===== config.mk =====
export PLATFORM = sky130hd
export DESIGN_NAME = cam_cascade_slice
export DESIGN_NICKNAME = d
export VERILOG_FILES = /design/src/rtl/cam_chain_pkg.sv /design/src/rtl/cam_rst_sync.sv /design/src/rtl/cam_flag_latch.sv /design/src/rtl/cam_chain_link.sv /design/src/rtl/cam_drive_gate.sv /design/src/rtl/cam_cascade_slice.sv
export SDC_FILE = /design/constraint.sdc
export NUM_CORES = 1
export LEC_CHECK = 0
export BUFFER_PORTS_ARGS = -buffer_cell sky130_fd_sc_hd__buf_4
export CAP_MARGIN = 20
export CORE_AREA = 2 2 39 41
export DETAILED_ROUTE_END_ITERATION = 10
export DIE_AREA = 0 0 41 43
export GPL_TIMING_DRIVEN = 0
export PLACE_DENSITY = 0.57
export SLEW_MARGIN = 30
export SYNTH_ARGS = -nofsm -noshare
export SYNTH_HDL_FRONTEND = slang
export SYNTH_HIERARCHICAL = 1
export SYNTH_SLANG_ARGS = --single-unit

===== constraint.sdc =====
create_clock -name clk -period 0.8 [get_ports clk]
set_input_delay 0.08 -clock clk [delete_from_list [all_inputs] [get_ports clk]]
set_output_delay 0.08 -clock clk [all_outputs]
set_load 0.05 [all_outputs]

===== src/rtl/cam_chain_pkg.sv =====
package cam_chain_pkg;
  localparam int unsigned OP_W = 2;
  typedef enum logic [OP_W-1:0] {
    OP_IDLE = 2'b00,
    OP_CMP  = 2'b01,
    OP_WR   = 2'b10,
    OP_CTRL = 2'b11
  } cyc_op_e;

  typedef struct packed {
    logic hit;
    logic multi;
    logic full;
    logic mvalid;
  } loc_flags_t;
endpackage


===== src/rtl/cam_rst_sync.sv =====
module cam_rst_sync #(
  parameter int unsigned STAGES = 2
) (
  input  logic clk,
  input  logic rst_n,
  output logic rst_sync_n
);
  logic [STAGES-1:0] sync_q;

  always_ff @(posedge clk or negedge rst_n) begin
    if (!rst_n) sync_q <= '0;
    else        sync_q <= {sync_q[STAGES-2:0], 1'b1};
  end

  assign rst_sync_n = sync_q[STAGES-1];
endmodule


===== src/rtl/cam_flag_latch.sv =====
module cam_flag_latch
  import cam_chain_pkg::*;
(
  input  logic             clk,
  input  logic             rst_n,
  input  logic             cyc_n,
  input  logic [OP_W-1:0]  op,
  input  logic             loc_hit,
  input  logic             loc_multi,
  input  logic             loc_full,
  input  logic             tbl_hit,
  output loc_flags_t       flags
);
  logic       cyc_q, cyc_d;
  loc_flags_t flg_q, flg_d;
  logic       cyc_end;
  logic       cmp_ld, wr_ld;

  assign cyc_end = cyc_n & ~cyc_q;
  assign cmp_ld  = cyc_end & (cyc_op_e'(op) == OP_CMP);
  assign wr_ld   = cyc_end & (cyc_op_e'(op) == OP_WR);

  always_comb begin
    cyc_d = cyc_n;
    flg_d = flg_q;
    if (cmp_ld) begin
      flg_d.hit    = loc_hit;
      flg_d.multi  = loc_multi;
      flg_d.mvalid = loc_hit & tbl_hit;
    end
    if (wr_ld) begin
      flg_d.full = loc_full;
    end
  end

  always_ff @(posedge clk or negedge rst_n) begin
    if (!rst_n) begin
      cyc_q <= 1'b1;
      flg_q <= '0;
    end else begin
      cyc_q <= cyc_d;
      flg_q <= flg_d;
    end
  end

  assign flags = flg_q;
endmodule


===== src/rtl/cam_chain_link.sv =====
module cam_chain_link
  import cam_chain_pkg::*;
(
  input  loc_flags_t flags,
  input  logic       hit_in_n,
  input  logic       multi_in_n,
  input  logic       full_in_n,
  output logic       hit_out_n,
  output logic       multi_out_n,
  output logic       full_out_n,
  output logic       mvalid_n,
  output logic       first_hit
);
  logic above_hit, above_multi, above_full;

  always_comb begin
    above_hit   = ~hit_in_n;
    above_multi = ~multi_in_n;
    above_full  = ~full_in_n;
    hit_out_n   = ~(above_hit | flags.hit);
    multi_out_n = ~(above_multi | flags.multi | (flags.hit & above_hit));
    full_out_n  = ~(above_full & flags.full);
    mvalid_n    = ~flags.mvalid;
    first_hit   = flags.hit & ~above_hit;
  end
endmodule


===== src/rtl/cam_drive_gate.sv =====
module cam_drive_gate (
  input  logic first_hit,
  input  logic best_rd,
  input  logic oe_n,
  input  logic dev_sel,
  output logic bus_drive
);
  always_comb begin
    bus_drive = first_hit & best_rd & ~oe_n & dev_sel;
  end
endmodule


===== src/rtl/cam_cascade_slice.sv =====
module cam_cascade_slice
  import cam_chain_pkg::*;
#(
  parameter int unsigned RST_STAGES = 2
) (
  input  logic            clk,
  input  logic            rst_n,
  input  logic            cyc_n,
  input  logic [OP_W-1:0] op,
  input  logic            loc_hit,
  input  logic            loc_multi,
  input  logic            loc_full,
  input  logic            tbl_hit,
  input  logic            hit_in_n,
  input  logic            multi_in_n,
  input  logic            full_in_n,
  input  logic            best_rd,
  input  logic            oe_n,
  input  logic            dev_sel,
  output logic            hit_out_n,
  output logic            multi_out_n,
  output logic            full_out_n,
  output logic            mvalid_n,
  output logic            bus_drive
);
  logic       rst_int_n;
  loc_flags_t flags;
  logic       first_hit;

  cam_rst_sync #(.STAGES(RST_STAGES)) u_rst (
    .clk(clk), .rst_n(rst_n), .rst_sync_n(rst_int_n)
  );

  cam_flag_latch u_latch (
    .clk(clk), .rst_n(rst_int_n), .cyc_n(cyc_n), .op(op),
    .loc_hit(loc_hit), .loc_multi(loc_multi), .loc_full(loc_full),
    .tbl_hit(tbl_hit), .flags(flags)
  );

  cam_chain_link u_link (
    .flags(flags), .hit_in_n(hit_in_n), .multi_in_n(multi_in_n),
    .full_in_n(full_in_n), .hit_out_n(hit_out_n),
    .multi_out_n(multi_out_n), .full_out_n(full_out_n),
    .mvalid_n(mvalid_n), .first_hit(first_hit)
  );

  cam_drive_gate u_gate (
    .first_hit(first_hit), .best_rd(best_rd), .oe_n(oe_n),
    .dev_sel(dev_sel), .bus_drive(bus_drive)
  );
endmodule


==> key figures, run 1 <==
Floorplanning
  – Core Region: 0.001384 sq mm
  – Io pins: 20
  – Initial core utilization: 0.2387
  – # rows: 14
  – Die area: around 0.0018 sq mm
  – Die width: between 40 and 50 microns
  – Die Span Y: ~43 microns

Clock network
  – TritonCTS buffer count: 3
  – H-tree levels: 1
  – Insertion delay to the later sink of the worst-skew pair: about 0.25 ns
  – Clk pin slew, worst setup/hold paths: around 0.060 ns
  – # clock sinks: 7
  – CTS tree: done
  – Root buffer cell: clkbuf_4
  – Buffers from clock root to sink, at most: 2

STA
  – Max frequency: 830.3 MHz
  – Setup tns final: -2.591 ns
  – Hold slack: ~0.055 ns
  – Period minus WS final: ~1.2 ns
  – Final setup viols: 9
  – Setup Skew: around 0.0079 ns
  – Max Slew Vio Count: 0
  – Final worst setup slack: -0.4044 ns
  – Final hold vios: 0
  – Final period utilization: 1.506
  – RSZ-0062 raised after global routing: true

Setup path
  – Startpoint types: register
  – WP data required: slightly above 0.7 ns
  – Critical Path Fanout Max: 3
  – Crit. End Element: primary output
  – Crit Path Category: register to primary output
  – Worst Path Arrival: roughly 1.1 ns

Outcome
  – Violated checks: negative setup slack
  – Status: complete, but fails checks

Layout
  – Finished Cell Area: around 610 sq um
  – Share of layout cells above drive strength 1: 0.6863
  – Diode count: 0
  – Fillers: between 100 and 150
  – Multi-input combinational cell area: 166.4 sq um
  – Register area: around 180 sq um
  – Layout Area Growth over Synthesis: 85.23%
  – Nets: between 60 and 70
  – Util after Layout: 0.4421

Detailed routing
  – Drt first pass iters: 2
  – Residual DRC: 0
  – Starting DRT DRC Count: 1
  – Via count: between 200 and 300
  – Final ANT Viol Nets: 0
  – Vias/cell: ~3.9
  – Wire length per cell: about 9.3 microns
  – DRT Wirelength: between 600 and 700 microns

Run
  – Max Cap Viol: 0

Place
  – DP Area: 513.0 sq um
  – DP Wirelength: between 400 and 500 microns
  – Number of buffers added on ports: 19
  – GPL Wtd Cong: between 0.6 and 0.7

Logic synthesis
  – Syn_nets: 38
  – Sequential element share of the synthesized area: 0.5341
  – Warnings from Yosys: 6
  – Syn avg cell area: between 10 and 15 sq um
  – FF+latch count, synth: 7
  – Netlist cell types: 15
  – Synth Instances: 23
  – Synthesized area: roughly 330 sq um

Global route
  – Overflow after GRT: 0
  – GRT Overall Usage: 0.1005
  – Initial antenna violation count: 0
  – First-pass GRT wire length: 1131 microns
  – Number of global-route vias before repair: slightly below 300
  – Largest net degree at the start of global routing: 6

Pwr
  – Total chip power: 1.220 mW
  – Pwr Density: 1994 mW/mm^2
  – Leakage power: between 0.2 and 0.3 nW
  – VDD IR max: approximately 0.0011 V

Hold path
  – Worst hold-check path type: primary input to register
[logic make-up (layout without fill, tap and decap cells)]
| logic type | after synthesis | after routing | share of synthesized area |
|---|---|---|---|
| other cells | 1 | 1 | 0.01135 |
| simple gates | 9 | 9 | 0.2652 |
| flops | 7 | 7 | 0.5341 |
| buf+inv | 2 | 30 | 0.02274 |
| mux | 4 | 4 | 0.1667 |
[registers in the layout (all words and copies together), names as in the netlist]
signal,count
u_latch/flags,4
u_rst/sync_q,2
u_latch/cyc_q,1
[where the power goes]
group          total (mW)  internal (mW)  switching, mW
logic               0.449          0.246          0.202
clock network       0.323          0.190          0.132
registers           0.449          0.409         0.0391
total                1.22          0.846          0.374
[layer usage]
layer  vias to the layer above  GRT usage  part of all wire
li1                        131          -                 -
met5                         -          0                 0
met1                       127     0.1033              0.35
met3                         0    0.06283             0.055
met2                         5     0.1469              0.59
met4                         0    0.06000                 0
[layout make-up]
cell class,instances,share of cell area
multi-input cells,14,0.2720
repair buffers,24,0.3517
clock buffers,4,0.04294
inverters,2,0.01227
well taps,16,0.03272
flip-flops and latches,7,0.2883
[worst max-delay path, cell delays in order, from the launching register on]
cell and delay [ns]:
dfrtp_1 0.39, nor2b_4 0.14, nor3b_4 0.16, buf_6 0.18
[cell usage in the layout, fill, tap and decap left out, drive strengths merged]
master,netlist,layout
dfrtp,6,6
and4bb,2,2
mux2,3,3
buf,0,22
nor2b,2,2
clkbuf,0,4
mux2i,1,1
inv,2,2
nand2,1,1
nor3b,1,1
dfstp,1,1
nand2b,1,1
and2,1,1
dlygate4sd3,0,2
conb,1,1
and4b,1,1
[synthesized netlist by cell type]
cell | n | area share
nand2b_1 | 1 | 0.019
nand2_1 | 1 | 0.011
mux2i_1 | 1 | 0.030
mux2_4 | 3 | 0.14
and4b_1 | 1 | 0.030
and4bb_4 | 1 | 0.049
nor2b_1 | 1 | 0.019
dfrtp_1 | 6 | 0.45
inv_1 | 2 | 0.023
nor3b_2 | 1 | 0.038
conb_1 | 1 | 0.011
and2_1 | 1 | 0.019
and4bb_1 | 1 | 0.038
dfstp_2 | 1 | 0.080
nor2b_4 | 1 | 0.042
[per-stage QoR]
| stage | worst slack, ns | std cells |
|---|---|---|
| 2_1_floorplan | -0.3033 | 23 |
| 4_1_cts | -0.4202 | 66 |
| 5_1_grt | -0.4527 | 67 |
| 3_5_place_dp | -0.3202 | 58 |
| 3_3_place_gp | -0.3167 | 58 |
| 6_report | -0.4044 | 67 |
[worst paths after layout]
check / start / to / slack (ns) / cells after the start
setup / recovery: u_latch/flags[3] / multi_out_n / -0.40 / 3
min in group asynchronous: u_rst/sync_q[1] / u_latch/flags[3] / 0.06 / 0
hold / removal: loc_full / u_latch/flags[1] / 0.05 / 2
hold reg to reg: u_rst/sync_q[1] / u_latch/flags[3] / 0.06 / 0
setup reg to reg: u_latch/cyc_q / u_latch/flags[3] / -0.32 / 2
max in group asynchronous: u_rst/sync_q[1] / u_latch/cyc_q / 0.48 / 0
[repair_timing]
item | in CTS | in global routing
buffers inserted | 2 | 1
resized for setup | 8 | 0
pin swaps | 0 | 0
hold endpoints to repair | 3 | 0
setup endpoints to repair | 9 | 9
hold buffers | 2 | 0
(Power assumes the default switching activity.)
==> run 2, diff against run 1 <==
- ABC_AREA: default -> 1
==> key figures, run 2 <==
Pwr
  – Switching Fraction: 0.3301
  – Combinational power share: 0.344
  – Clock Power Share: 0.283
  – Register share of total power: 0.373
  – VDD IR max: approximately 0.00077 V
  – Switching power of the nets: between 0.3 and 0.4 mW
  – Leakage power: 0.3462 nW
  – Internal: around 0.77 mW
  – Pwr Density: between 1500 and 2000 mW/mm^2
  – Total chip power: 1.154 mW

Layout
  – Fillers: between 100 and 150
  – Util after Layout: 0.4530
  – Fin cells: 90
  – Diode count: 0
  – Nets: 90
  – Share of layout cells above drive strength 1: 0.4730
  – Largest register FFs: 4
  – Most frequent cells in the layout: buf_4 (17), nand2_1 (14), inv_1 (11), dfrtp_1 (6)
  – Layout Area Growth over Synthesis: 85.56%
  – Commonest non-fill, non-tap cell in the layout: buf_4

Logic synthesis
  – Commonest cells post-synth: nand2_1 (15), inv_1 (11), dfrtp_1 (6)
  – Top_reg_cell synth: dfrtp_1
  – Synth Area in XOR/XNOR: 0
  – Largest family of logic cells by synthesized area: simple AND/OR/NAND/NOR gates
  – Warnings from Yosys: 6
  – Mux cell area share after synthesis: 0
  – Async set-reset flop share out of synthesis: 1.000
  – Synth Area in Adders: 0
  – Synthesized area: between 300 and 400 sq um
  – Post-synthesis simple-gate area fraction: 0.3444
  – Area leader, netlist: dfrtp_1
  – Netlist cell types: 9
  – Syn_nets: 61
  – Most common cell in the synthesized netlist: nand2_1
  – Sequential element share of the synthesized area: 0.5222
  – Yosys top cell area share: 0.4444
  – Post-synthesis compound-gate area fraction: 0
  – Largest cells by area after synthesis: dfrtp_1 (44%), nand2_1 (17%), inv_1 (12%)
  – Post-synth EDFFs: 0
  – Synth Instances: between 40 and 50
  – Syn avg cell area: between 7 and 8 sq um
  – FF+latch count, synth: 7

Clock network
  – Buffers from clock root to sink, at most: 2
  – Root buffer cell: clkbuf_4
  – Clk pin slew, worst setup/hold paths: about 0.06 ns
  – # clock sinks: 7
  – H-tree levels: 1
  – Insertion delay to the later sink of the worst-skew pair: around 0.25 ns
  – TritonCTS buffer count: 3
  – CTS tree: done

Outcome
  – Violated checks: negative setup slack
  – Status: complete, but fails checks

Place
  – Placed cell count: 81
  – DP Wirelength: 544.1 microns
  – Number of buffers added on ports: 19
  – GPL Wtd Cong: approximately 0.68
  – Place WS: -0.1096 ns

STA
  – Hold slack: about 0.058 ns
  – Max frequency: ~880 MHz
  – Final setup viols: 8
  – Final worst setup slack: -0.3366 ns
  – Final period utilization: 1.421
  – Max Slew Vio Count: 0
  – Period minus WS final: 1.137 ns
  – Setup Skew: roughly 0.008 ns
  – Final hold vios: 0
  – RSZ-0062 raised after global routing: true

Detailed routing
  – Vias/cell: approximately 4.0
  – Final ANT Viol Nets: 0
  – Via count: approximately 360
  – Residual DRC: 0
  – DRT Wirelength: 757 microns
  – Wire length per cell: roughly 8.4 microns
  – Starting DRT DRC Count: 0
  – Drt first pass iters: 1

Setup path
  – Critical Path Fanout Max: 4
  – Slowest-stage cell, CP: dfrtp_1
  – Startpoint types: register
  – WP data required: 0.72 ns
  – Crit-path max cell delay: 0.38 ns
  – CP Cell Sequence: nand2_1, inv_1, nand2_2, nor2_4, buf_6
  – Crit. End Element: primary output
  – Worst Path Arrival: approximately 1.1 ns
  – Crit Path Category: register to primary output

Floorplanning
  – Die width: approximately 40 microns
  – Core Region: between 0.001 and 0.0015 sq mm
  – Io pins: 20
  – Initial core utilization: 0.2441
  – # rows: 14
  – Die area: between 0.0015 and 0.002 sq mm
  – Die Span Y: between 40 and 50 microns

Global route
  – GRT Overall Usage: 0.1117
  – First-pass GRT wire length: around 1200 microns
  – Largest net degree at the start of global routing: 7
  – Initial antenna violation count: 0
  – Overflow after GRT: 0
  – Number of global-route vias before repair: around 360

Hold path
  – Worst hold-check path type: primary input to register

Run
  – Max Cap Viol: 0
run 2: cell count changes after synthesis, moves of 3 or more:
cell     change
inv_1        +9
mux2_4       -3
nand2_1     +14
nand3_1      +4
nor2_1       +4
nor2_2       +3
run 2: path summary, 6_finish.rpt:
check | start | to | slack [ns] | cells past startpoint
min in group asynchronous | u_rst/sync_q[1] | u_latch/flags[3] | 0.07 | 0
max reg2reg | u_latch/cyc_q | u_latch/flags[0] | -0.02 | 4
max | u_latch/flags[3] | bus_drive | -0.34 | 5
max in group asynchronous | u_rst/sync_q[1] | u_latch/cyc_q | 0.48 | 0
min | loc_full | u_latch/flags[1] | 0.06 | 3
min reg2reg | u_rst/sync_q[1] | u_latch/flags[3] | 0.07 | 0
run 2: power by group through the flow:
stage / registers (mW) / clock network [mW] / logic (mW)
finish: 0.430 / 0.326 / 0.397
floorplan: 0.431 / 0 / 0.199
CTS: 0.431 / 0.351 / 0.372
detailed placement: 0.437 / 0 / 0.310
global route: 0.438 / 0.377 / 0.428
global placement: 0.437 / 0 / 0.305
run 2: cells by family (layout without fill, tap and decap cells):
kind of cell  after synthesis  in the layout
buf+inv                    11             39
simple gates               27             27
flops                       7              7
other cells                 1              1
run 2: layout make-up:
| class | count | area [sq um] | share of cell area |
|---|---|---|---|
| Clock buffer | 4 | 26.28 | 0.04192 |
| Inverter | 11 | 41.29 | 0.06587 |
| Multi-Input combinational cell | 28 | 155.1 | 0.2475 |
| Sequential cell | 7 | 176.4 | 0.2814 |
| Tap cell | 16 | 20.02 | 0.03194 |
| Timing Repair Buffer | 24 | 207.7 | 0.3313 |
run 2: through the flow:
step / TNS, ns / cell area (sq um)
3_3_place_gp: -0.2565 / 523.0
3_5_place_dp: -0.2763 / 523.0
6_report: -1.288 / 626.9
5_1_grt: -1.795 / 626.9
2_1_floorplan: -0.2258 / 360.3
4_1_cts: -1.385 / 611.8
run 2: per-layer routing:
metal / track usage / wire [microns]
met3: 0.06283 / 65
met5: 0 / 0
met2: 0.1750 / 410
met4: 0.08000 / 6
met1: 0.1000 / 276
run 2: repair_timing:
| item | 4_1_cts | 5_1_grt |
|---|---|---|
| setup buffers | 2 | 1 |
| setup endpoints to repair | 9 | 9 |
| hold buffers | 2 | 0 |
| pin swaps | 4 | 1 |
| gates resized for setup | 7 | 2 |
| hold endpoints to repair | 3 | 0 |
| cloned | 0 | 0 |
run 2: worst max-delay path, delay by kind of cell (launching register included):
family | cells | cell delay (ns)
and+or+nand+nor | 3 | 0.20
DFF | 1 | 0.38
buffers and inverters | 2 | 0.22
==> run 3, diff against run 2 <==
- CELL_PAD_IN_SITES_DETAIL_PLACEMENT: default -> 0
- CELL_PAD_IN_SITES_GLOBAL_PLACEMENT: default -> 1
- CORE_AREA: 2 2 39 41 -> default
- CORE_MARGIN: default -> 2
- CORE_UTILIZATION: default -> 23
- DIE_AREA: 0 0 41 43 -> default
- PLACE_DENSITY: 0.57 -> 0.72
==> key figures, run 3 (synthesis gave the netlist of run 2 again) <==
Floorplanning
  – Die width: 42.33 microns
  – Die Span Y: roughly 42 microns
  – Core Region: 0.001334 sq mm
  – Io pins: 20
  – # rows: 13
  – Die area: roughly 0.0018 sq mm
  – Initial core utilization: 0.2533

Clock network
  – TritonCTS buffer count: 3
  – CTS tree: done
  – # clock sinks: 7
  – Root buffer cell: clkbuf_4
  – Insertion delay to the later sink of the worst-skew pair: 0.25 ns
  – Buffers from clock root to sink, at most: 2
  – Clk pin slew, worst setup/hold paths: roughly 0.050 ns
  – H-tree levels: 1

Outcome
  – Status: complete, but fails checks
  – Violated checks: negative setup slack

Setup path
  – WP data required: ~0.7 ns
  – Crit. End Element: primary output
  – Worst Path Arrival: approximately 1.1 ns
  – Critical Path Fanout Max: 4
  – R2R setup slack: -0.01 ns
  – Startpoint types: register
  – Slowest-stage cell, CP: dfrtp_1
  – Crit Path Category: register to primary output
  – Crit path buffers/inverters: 2
  – CP Cell Sequence: nand2_1, inv_2, nand2_2, nor2_4, buf_6
  – Crit-path max cell delay: 0.39 ns
  – Cell family with most CP delay: flip-flops

Detailed routing
  – Final ANT Viol Nets: 0
  – Wire length per cell: just under 8 microns
  – Drt first pass iters: 2
  – Via count: approximately 350
  – Starting DRT DRC Count: 5
  – DRT Wirelength: around 700 microns
  – Residual DRC: 0
  – Vias/cell: about 3.9

STA
  – Final setup viols: 8
  – Final worst setup slack: -0.3454 ns
  – Final hold vios: 0
  – Period minus WS final: ~1.1 ns
  – Setup tns final: -1.133 ns
  – RSZ-0062 raised after global routing: true
  – Setup Skew: ~0.0061 ns
  – Max frequency: roughly 870 MHz
  – Final period utilization: 1.432
  – Max Slew Vio Count: 0

Global route
  – Initial antenna violation count: 0
  – Overflow after GRT: 0
  – GRT Overall Usage: 0.1003
  – Largest net degree at the start of global routing: 7
  – First-pass GRT wire length: 1317 microns
  – Number of global-route vias before repair: approximately 330

Hold path
  – Worst hold-check path type: primary input to register

Layout
  – Finished Cell Area: around 620 sq um
  – Nets: 90
  – Most frequent cells in the layout: buf_4 (17), nand2_1 (13), inv_1 (9), dfrtp_1 (6), buf_6 (5)
  – Largest register FFs: 4
  – Diode count: 0
  – Layout Area Growth over Synthesis: 83.33%
  – Util after Layout: 0.4644
  – Share of layout cells above drive strength 1: 0.5135
  – Commonest non-fill, non-tap cell in the layout: buf_4

Place
  – Place WS: -0.1068 ns
  – Number of buffers added on ports: 19
  – DP Wirelength: 524 microns
  – GPL Wtd Cong: between 0.6 and 0.7
  – DP Area: around 520 sq um

Run
  – Max Cap Viol: 0

Pwr
  – VDD IR max: 0.001194 V
  – Total chip power: approximately 1.1 mW
  – Leakage power: around 0.34 nW
  – Pwr Density: 1834 mW/mm^2
[run 3: path summary, 6_finish.rpt]
path	from	depth (start not counted)	to
worst max register to register	u_latch/cyc_q	4	u_latch/flags[3]
worst min-delay path	loc_multi	3	u_latch/flags[2]
min in group asynchronous	u_rst/sync_q[1]	0	u_latch/flags[3]
max in group asynchronous	u_rst/sync_q[1]	0	u_latch/cyc_q
worst min register to register	u_rst/sync_q[1]	0	u_latch/flags[3]
worst max-delay path	u_latch/flags[3]	5	bus_drive
[run 3: tightest hold or removal path: stages]
cell     delay, ns
buf_4         0.08
nand3_1       0.06
nand2_1       0.06
[run 3: per-stage QoR]
| step | hold slack [ns] | std cells |
|---|---|---|
| 2_1_floorplan | -0.2156 | 46 |
| 3_3_place_gp | -0.1361 | 80 |
| 3_5_place_dp | -0.1361 | 80 |
| 4_1_cts | 0.05530 | 89 |
| 5_1_grt | 0.07005 | 89 |
| 6_report | 0.05675 | 89 |
[run 3: metal layers]
| metal | vias to the layer above | wire length (microns) | global-route usage |
|---|---|---|---|
| met4 | 0 | 0 | 0.05625 |
| li1 | 185 | - | - |
| met2 | 18 | 310 | 0.1538 |
| met5 | - | 0 | 0 |
| met3 | 0 | 84 | 0.05603 |
| met1 | 142 | 292 | 0.1079 |
[run 3: timing repair]
item	in CTS	in global routing
gates resized for setup	8	2
endpoints found under the setup margin	9	9
pin swaps	3	1
endpoints found under the hold margin	3	0
hold buffers	2	0
setup buffers	3	0
[run 3: where the power goes]
part           total, mW  leakage [nW]  switching (mW)  internal [mW]
Clock              0.321        0.0150           0.131          0.190
Sequential         0.433        0.0847          0.0320          0.401
Combinational      0.382         0.241           0.204          0.178
Total               1.14         0.341           0.367          0.769
[run 3: final cells by class]
class	count	area, sq um
Sequential cell	7	176.4
Fill cell	147	714.4
Tap cell	15	18.77
Multi-Input combinational cell	28	152.6
Clock buffer	4	26.28
Inverter	11	41.29
Timing Repair Buffer	24	203.9
